===== config.mk =====
export PLATFORM = sky130hd
export DESIGN_NAME = keypress_classifier
export DESIGN_NICKNAME = d
export VERILOG_FILES = /design/src/rtl/kpc_pkg.sv /design/src/rtl/kpc_sync2.sv /design/src/rtl/kpc_ms_tick.sv /design/src/rtl/kpc_press_fsm.sv /design/src/rtl/keypress_classifier.sv
export SDC_FILE = /design/constraint.sdc
export NUM_CORES = 1
export LEC_CHECK = 0
export BUFFER_PORTS_ARGS = -buffer_cell sky130_fd_sc_hd__buf_4
export CAP_MARGIN = 20
export CORE_MARGIN = 8
export CORE_UTILIZATION = 60
export DETAILED_ROUTE_END_ITERATION = 10
export GPL_ROUTABILITY_DRIVEN = 0
export HOLD_SLACK_MARGIN = 0.08
export PLACE_DENSITY = 0.84
export SETUP_SLACK_MARGIN = 0.15
export SLEW_MARGIN = 20
export SYNTH_ARGS = -nofsm -noshare
export SYNTH_HDL_FRONTEND = slang
export SYNTH_HIERARCHICAL = 1
export SYNTH_SLANG_ARGS = --single-unit

===== constraint.sdc =====
create_clock -name clk -period 3.65 [get_ports clk]
set_input_delay 0.73 -clock clk [delete_from_list [all_inputs] [get_ports clk]]
set_output_delay 0.73 -clock clk [all_outputs]
set_load 0.02 [all_outputs]

===== src/rtl/kpc_pkg.sv =====
// Shared result encoding and state type for the key press classifier.
package kpc_pkg;
    typedef enum logic [1:0] {
        KPC_NONE  = 2'b00,
        KPC_SHORT = 2'b01,
        KPC_LONG  = 2'b10
    } kpc_code_e;

    typedef enum logic {
        KPC_IDLE  = 1'b0,
        KPC_HELD  = 1'b1
    } kpc_state_e;
endpackage


===== src/rtl/kpc_sync2.sv =====
// Two-flop synchronizer for the raw key level.
// Assumes the input is asynchronous to clk. Reset loads the released level (1).
module kpc_sync2 (
    input  logic clk,
    input  logic rst_n,
    input  logic d_i,
    output logic q_o
);
    logic meta_q, sync_q;

    // Shift the raw level through two flops.
    always_ff @(posedge clk) begin
        if (!rst_n) begin
            meta_q <= 1'b1;
            sync_q <= 1'b1;
        end else begin
            meta_q <= d_i;
            sync_q <= meta_q;
        end
    end

    assign q_o = sync_q;
endmodule


===== src/rtl/kpc_ms_tick.sv =====
// Millisecond tick generator: pulses once every DIV cycles while enabled.
// Assumes DIV >= 2. restart_i clears the phase so counting starts fresh.
module kpc_ms_tick #(
    parameter int DIV = 100_000
) (
    input  logic clk,
    input  logic rst_n,
    input  logic restart_i,
    input  logic en_i,
    output logic tick_o
);
    localparam int DIV_W = (DIV > 2) ? $clog2(DIV) : 1;
    localparam logic [DIV_W-1:0] LAST = DIV_W'(DIV - 1);

    logic [DIV_W-1:0] div_q;

    // Count cycles within the current millisecond.
    always_ff @(posedge clk) begin
        if (!rst_n || restart_i) begin
            div_q <= '0;
        end else if (en_i) begin
            div_q <= (div_q == LAST) ? '0 : div_q + 1'b1;
        end
    end

    assign tick_o = en_i && (div_q == LAST);

    // the phase counter never passes the last count
    p_div_in_range_r2: assert property (@(posedge clk) disable iff (!rst_n)
        div_q <= LAST);
endmodule


===== src/rtl/kpc_press_fsm.sv =====
// Press tracker and classifier. It arms on a low synchronized key, counts
// ms ticks with saturation at LONG_MS, and classifies on release.
// Assumes GLITCH_MS < LONG_MS and a synchronized key input.
module kpc_press_fsm
    import kpc_pkg::*;
#(
    parameter int LONG_MS   = 1000,
    parameter int GLITCH_MS = 10
) (
    input  logic       clk,
    input  logic       rst_n,
    input  logic       key_i,
    input  logic       tick_i,
    output logic       restart_o,
    output logic       count_en_o,
    output logic       evt_o,
    output logic [1:0] code_o
);
    localparam int EL_W = $clog2(LONG_MS + 1);
    localparam logic [EL_W-1:0] SAT = EL_W'(LONG_MS);
    localparam logic [EL_W-1:0] FLOOR = EL_W'(GLITCH_MS);

    kpc_state_e     state_q;
    logic [EL_W-1:0] elapsed_q;
    logic           evt_q;
    kpc_code_e      code_q;
    logic           arm, release_seen;
    kpc_code_e      verdict;

    assign arm          = (state_q == KPC_IDLE) && !key_i;
    assign release_seen = (state_q == KPC_HELD) && key_i;
    assign restart_o    = arm;
    assign count_en_o   = (state_q == KPC_HELD) && !key_i;

    // Classify the measured hold time.
    always_comb begin
        if (elapsed_q >= SAT)        verdict = KPC_LONG;
        else if (elapsed_q > FLOOR)  verdict = KPC_SHORT;
        else                         verdict = KPC_NONE;
    end

    // Track released and held states.
    always_ff @(posedge clk) begin
        if (!rst_n)            state_q <= KPC_IDLE;
        else if (arm)          state_q <= KPC_HELD;
        else if (release_seen) state_q <= KPC_IDLE;
    end

    // Saturating millisecond counter for the current press.
    always_ff @(posedge clk) begin
        if (!rst_n || arm)               elapsed_q <= '0;
        else if (tick_i && elapsed_q != SAT) elapsed_q <= elapsed_q + 1'b1;
    end

    // Register the strobe and the held result.
    always_ff @(posedge clk) begin
        if (!rst_n) begin
            evt_q  <= 1'b0;
            code_q <= KPC_NONE;
        end else begin
            evt_q <= release_seen && (verdict != KPC_NONE);
            if (release_seen && verdict != KPC_NONE) code_q <= verdict;
        end
    end

    assign evt_o  = evt_q;
    assign code_o = code_q;

    // elapsed counter never goes past the threshold
    p_no_overflow_r6: assert property (@(posedge clk) disable iff (!rst_n)
        elapsed_q <= SAT);
    // once saturated it stays put until a new press
    p_sat_holds_r6: assert property (@(posedge clk) disable iff (!rst_n)
        (elapsed_q == SAT && !arm) |=> elapsed_q == SAT);
    // strobe lasts one cycle
    p_evt_one_cycle_r7: assert property (@(posedge clk) disable iff (!rst_n)
        evt_q |=> !evt_q);
    // strobe only carries short or long
    p_evt_code_valid_r7: assert property (@(posedge clk) disable iff (!rst_n)
        evt_q |-> (code_q == KPC_SHORT || code_q == KPC_LONG));
    // strobe follows a held press that has just ended
    p_evt_after_held_r7: assert property (@(posedge clk) disable iff (!rst_n)
        $rose(evt_q) |-> ($past(state_q) == KPC_HELD && state_q == KPC_IDLE));
    // code only moves with the strobe
    p_code_holds_r8: assert property (@(posedge clk) disable iff (!rst_n)
        !evt_q |=> (evt_q || $stable(code_q)));
endmodule


===== src/rtl/keypress_classifier.sv =====
// Top level: synchronizer, ms tick divider and press classifier.
// Assumes CLK_HZ is a multiple of 1000 and at least 2000.
module keypress_classifier
    import kpc_pkg::*;
#(
    parameter int CLK_HZ    = 100_000_000,
    parameter int LONG_MS   = 1000,
    parameter int GLITCH_MS = 10
) (
    input  logic       clk,
    input  logic       rst_n,
    input  logic       key_n,
    output logic       evt_o,
    output logic [1:0] code_o
);
    localparam int DIV = CLK_HZ / 1000;

    logic key_s, tick, restart, count_en;

    kpc_sync2 i_sync (
        .clk   (clk),
        .rst_n (rst_n),
        .d_i   (key_n),
        .q_o   (key_s)
    );

    kpc_ms_tick #(.DIV(DIV)) i_tick (
        .clk       (clk),
        .rst_n     (rst_n),
        .restart_i (restart),
        .en_i      (count_en),
        .tick_o    (tick)
    );

    kpc_press_fsm #(.LONG_MS(LONG_MS), .GLITCH_MS(GLITCH_MS)) i_fsm (
        .clk        (clk),
        .rst_n      (rst_n),
        .key_i      (key_s),
        .tick_i     (tick),
        .restart_o  (restart),
        .count_en_o (count_en),
        .evt_o      (evt_o),
        .code_o     (code_o)
    );

    // outputs idle in the cycle after a reset edge
    p_reset_state_r1: assert property (@(posedge clk)
        !rst_n |=> (!evt_o && code_o == 2'b00));
endmodule


==> out/qor.csv, run 1 <==
metric,value,unit
Overflow after GRT,0,
cells resized by post-CTS repair,0,
Placed Area,1817,um2
"EDFF count, synth",0,
internal power,0.4582,mW
VDD IR max,0.0002639,V
Residual DRC,0,
clock slew at reported path FFs,90,ps
required time worst endpoint,3910,ps
Antenna diodes,0,
final core utilization,67.30,%
Register-to-Register Path Depth,7,
Place WS,1203,ps
Clock Latency Late Sink,320,ps
minimum clock period,2490,ps
Hold Crit Class,flop to flop,
vias in the first global route,1333,
met2 usage,23.64,%
crit-path max FO,9,
Die W,70.23,um
Sw Ratio,21.11,%
leading area contributor after synthesis,dfxtp_1,
Post-CTS Setup Inserts,0,
largest net degree at the start of global routing,13,
Multi-input gate area,1027,um2
final setup vio count,0,
Sequential Area,660.6,um2
Worst Setup End Kind,flop,
worst rel slew slack,61.59,%
Rows,19,
CTS buffer count,5,
slack of the critical path,1160,ps
Crit Path Category,flop to flop,
number of I/O pins,6,
wire per inst,15.01,um
Post-Route Setup TNS,0,ps
Worst EP arrival,2750,ps
Syn Area/Cell,8.910,um2
post-synthesis instance total,198,
P_leak,0.6489,nW
core area,2781,um2
busiest grt layer,met2,
Clock Power Share,34.6,%
DP HPWL,2609,um
Post-DRT Antenna Nets,0,
first-pass GRT wire length,5947,um
Final Cell Area,1872,um2
power per standard cell area,310.3,nW/um2
DR pass1 iterations,4,
M3 GR Usage,4.096,%
P&R area growth vs syn,6.100,%
Initial Util,63.43,%
worst hold start,i_sync/meta_q$_SDFF_PN1_,
Cell variety after synth,44,
initial antenna violation count,0,
sequential share of power,62.2,%
Post-Route WL,3573,um
Mapped Area,1764,um2
clock net sink count,33,
RSZ-0062 raised after global routing,no,
CP startpoint,i_sync/q_o$_SDFF_PN1_,
Post-synth top flop,dfxtp_1,
clock buffer depth,2,
max-slew violations,0,
FF-to-FF Start,i_sync/q_o$_SDFF_PN1_,
DP Cell Count,231,
share of cells above drive strength 1,9.662,%
Hold Crit Depth,1,
Startpoint Class,flop,
GRT Total Usage,14.43,%
number of hold buffers added after CTS,0,
Max Cap Violations,0,
Die Y,70.23,um
fmax,401.6,MHz
status,"finished, final reports clean",
syn nets,207,
NumNets Final,216,
DRT iter0 DRCs,82,
fin crit share,68.22,%
Layout Skew,7.787,ps
Area contributors post-synth,"dfxtp_1, xnor2_1, nor2_1, ha_1, nand2_1",
vias,1504,
Final Hold Vio Count,0,
number of synthesis warnings,6,
Worst Tran Pin Value,575.0,ps
root buffer cell,clkbuf_4,
CTS H-tree lvls,2,
switching power,0.1226,mW
GR met1 Demand/Resource,16.86,%
fin cells,238,
power share of the combinational group,3.1,%
Filler Cell Count,228,
die area,4932,um2
DR vias/cell,6.319,
post-synthesis sequential area ratio,37.45,%
Synth Register Bits,33,
"FFs w/ async S/R, synth",0,%
post-synth top area share,37.45,%
CTS tree,done,
IO buf count,5,
worst paths after layout:
kind	endpoint	slack, ps
worst min register to register	i_sync/q_o$_SDFF_PN1_	430
worst max-delay path	i_fsm/elapsed_q[7]$_SDFFE_PP0P_	1160
worst max register to register	i_fsm/elapsed_q[7]$_SDFFE_PP0P_	1160
worst min-delay path	i_sync/q_o$_SDFF_PN1_	430
layout make-up:
type	instances	share of cell area, %
tap	31	2.072
timing repair buffer	6	2.406
inverter	12	2.406
sequential	33	35.29
clock buffer	7	2.941
multi-input combinational	149	54.88
power groups by stage:
stage	sequential (mW)	clock (mW)	combinational, mW
2_1_floorplan	0.370	0	0.0116
3_3_place_gp	0.370	0	0.0173
3_5_place_dp	0.370	0	0.0181
4_1_cts	0.362	0.209	0.0183
5_1_grt	0.362	0.228	0.0204
6_report	0.361	0.201	0.0183
cells by family after synthesis:
group / Yosys count / share of synthesized area [%]
compound gates: 31 / 13.19
xor+xnor: 15 / 7.446
simple gates: 93 / 31.06
buf+inv: 16 / 4.325
fa+ha+maj: 6 / 4.255
flops: 33 / 37.45
mux: 4 / 2.270
flip-flops by register name, indices dropped and copies added, names as in the netlist:
register	count
i_fsm/code_o	2
i_tick/div_q	17
i_sync/meta_q	1
i_fsm/state_q	1
i_fsm/evt_o	1
i_fsm/elapsed_q	10
i_sync/q_o	1
metrics by stage:
step           hold WS (ps)  total power, mW
2_1_floorplan         386.3           0.3813
3_3_place_gp          395.9           0.3871
3_5_place_dp          412.7           0.3880
4_1_cts               439.8           0.5888
5_1_grt               483.9           0.6099
6_report              427.4           0.5809
per-layer routing:
metal  part of all wire [%]  routed length (um)
met1                     44                1587
met2                     48                1719
met3                    5.5                 198
met4                    1.8                  66
met5                      0                   0
worst max-delay path, cell delays in order, from the launching register on:
cell and delay [ps]:
dfxtp_1 330, inv_1 80, ha_1 280, nand4_1 270, nor2_1 470, nand4_2 280, or4_1 550, a21oi_1 160
Yosys cell counts, drive strengths merged (2+ instances only):
library cell / count
or4: 4
dfxtp: 33
nor3b: 2
mux2i: 4
nand3: 8
nor2: 23
nand4: 10
nand2b: 6
nor3: 5
nor4bb: 3
o31ai: 3
a21oi: 5
buf: 3
ha: 6
xnor2: 10
o221ai: 2
xor2: 5
and4b: 2
inv: 12
o21ai: 8
and4: 3
nand2: 15
nor4: 4
o211ai: 4
nor2b: 4
layout by cell type (no fill, tap or decap), types with 3 or more instances in the layout:
master and instances:
xor2_1 5, nand3_1 8, mux2i_1 4, a21oi_1 5, nor2_1 23, nand2b_1 6
nor4bb_1 3, nor2b_1 4, o211ai_1 4, nand2_1 15, buf_4 6, o21ai_0 8
nor4_1 4, o31ai_1 3, dfxtp_1 33, nor3_1 5, ha_1 6, clkbuf_4 5
xnor2_1 10, nand4_1 7, inv_1 12
No activity file was read; power rests on OpenSTA's default activity.
==> run 2, diff against run 1 <==
clock period = 2.45 ns   (was 3.65 ns; I/O delays follow)
==> run 2 against run 1 <==
Compared with the run above: setup slack lost 870 ps; sequential share of layout area down 1.2 points; clock power increased by 120%; register-to-register slack lost 870 ps; largest power group unchanged; hold slack got worse by 100 ps; final cell count rose by 2.1%; non-clock buffer count is 4 higher; critical path type unchanged; via count grew 0.47%; die area did not move; combinational power rose by 56%; core utilization increased by 2.3 points; first-iteration DRC count is 28% higher.
==> out/qor.csv, run 2 (synthesized netlist as in run 1, its figures left out) <==
metric,value,unit
fin crit share,88.02,%
clock slew at reported path FFs,100,ps
Post-Route WL,3678,um
required time worst endpoint,2730,ps
slack of the critical path,293.5,ps
switching power,0.2081,mW
number of hold buffers added after CTS,0,
root buffer cell,clkbuf_4,
RSZ-0062 raised after global routing,no,
vias in the first global route,1417,
worst stage delay on the critical path,560,ps
Hold Crit Class,primary input to flop,
Worst Setup End Kind,flop,
Final Hold Vio Count,0,
Reg with most FFs,i_tick/div_q,
Crit Path Category,flop to flop,
minimum clock period,2156,ps
FF-to-FF Start,i_fsm/state_q$_SDFFE_PN0P_,
P_leak,0.6799,nW
status,"finished, final reports clean",
DRT iter0 DRCs,105,
share of cells above drive strength 1,12.74,%
Buf/Inv on CP,0,
final setup vio count,0,
wire per inst,15.14,um
CTS tree,done,
largest net degree at the start of global routing,13,
Layout Skew,9.293,ps
Worst EP arrival,2440,ps
initial antenna violation count,0,
VDD IR max,0.0006592,V
Startpoint Class,flop,
NumNets Final,220,
most frequent cells in the layout,"dfxtp_1, nor2_1, nand2_1",
Clock Power Share,43.3,%
R2R setup slack,290,ps
first-pass GRT wire length,6203,um
Sw Ratio,20.80,%
sequential share of power,53.8,%
"Max stage delay cell, worst path",or4_1,
final core utilization,69.64,%
"leading cell type in the layout, fill and taps excluded",dfxtp_1,
P&R area growth vs syn,9.787,%
Rows,19,
Worst Tran Pin Value,543.3,ps
worst r2r dst,i_fsm/elapsed_q[9]$_SDFFE_PP0P_,
fmax,463.7,MHz
Initial Util,63.43,%
power share of the combinational group,2.8,%
Place WS,255.2,ps
DR vias/cell,6.218,
worst hold start,key_n,
Filler Cell Count,216,
Register-to-Register Path Depth,6,
cells along the critical path,"ha_2, nand4_1, nor2_2, nand4_2, or4_1, a21oi_1",
hold slack,323.3,ps
number of flip-flops under the largest register name,17,
Clock Latency Late Sink,340,ps
core area,2781,um2
GRT Total Usage,15.04,%
DR pass1 iterations,4,
die area,4932,um2
Post-DRT Antenna Nets,0,
Placed Area,1839,um2
hold path endpoint,i_sync/meta_q$_SDFF_PN1_,
crit-path max FO,9,
critical path's top delay family,simple AND/OR/NAND/NOR gates,
Final Cell Area,1937,um2
Die W,70.23,um
max-slew violations,0,
Residual DRC,0,
Antenna diodes,0,
Hold Crit Depth,2,
Overflow after GRT,0,
clock buffer depth,2,
CTS H-tree lvls,2,
clock net sink count,33,
Die Y,70.23,um
internal power,0.7924,mW
worst rel slew slack,63.29,%
CTS buffer count,5,
Post-Route Setup TNS,0,ps
DP HPWL,2726,um
IO buf count,5,
vias,1511,
power per standard cell area,516.6,nW/um2
Max Cap Violations,0,
number of I/O pins,6,
## run 2: per-stage QoR
step | power [mW] | cells
after CTS | 1.006 | 242
after global placement | 0.5781 | 234
after global routing | 1.035 | 243
after floorplan | 0.5681 | 198
final | 1.000 | 243
after detailed placement | 0.5795 | 234
## run 2: worst max path at each step
| stage | startpoint | depth (start not counted) | to |
|---|---|---|---|
| after floorplan | i_sync/q_o$_SDFF_PN1_ | 7 | i_fsm/elapsed_q[9]$_SDFFE_PP0P_ |
| after global placement | i_sync/q_o$_SDFF_PN1_ | 7 | i_fsm/elapsed_q[9]$_SDFFE_PP0P_ |
| after detailed placement | i_fsm/state_q$_SDFFE_PN0P_ | 6 | i_fsm/elapsed_q[9]$_SDFFE_PP0P_ |
| after CTS | i_sync/q_o$_SDFF_PN1_ | 7 | i_fsm/elapsed_q[9]$_SDFFE_PP0P_ |
| after global routing | i_sync/q_o$_SDFF_PN1_ | 7 | i_fsm/elapsed_q[9]$_SDFFE_PP0P_ |
| final | i_fsm/state_q$_SDFFE_PN0P_ | 6 | i_fsm/elapsed_q[9]$_SDFFE_PP0P_ |
## run 2: what timing repair did
item                                    in CTS  in global routing
resized for setup                            0                  2
endpoints found under the setup margin       0                  3
buffers inserted                             0                  1
## run 2: layout make-up
class,instances,area [um2],share of cell area (%)
multi-input cells,149,1032,53.29
flip-flops and latches,33,660.6,34.11
repair buffers,10,75.07,3.876
clock buffers,7,55.05,2.842
inverters,12,45.04,2.326
well taps,31,38.79,2.003
clock inverters,1,30.03,1.550
## run 2: metal layers
metal	share of wire [%]	global-route usage, %
met2	47	25.15
met4	1.4	5.357
met1	46	17.26
met5	0	0
met3	4.9	5.085
## run 2: power by group through the flow
stage	Clock [mW]	Combinational, mW	Sequential [mW]
detailed placement	0	0.0284	0.551
finish	0.433	0.0285	0.539
global placement	0	0.0272	0.551
global route	0.464	0.0321	0.539
floorplan	0	0.0173	0.551
CTS	0.439	0.0286	0.539
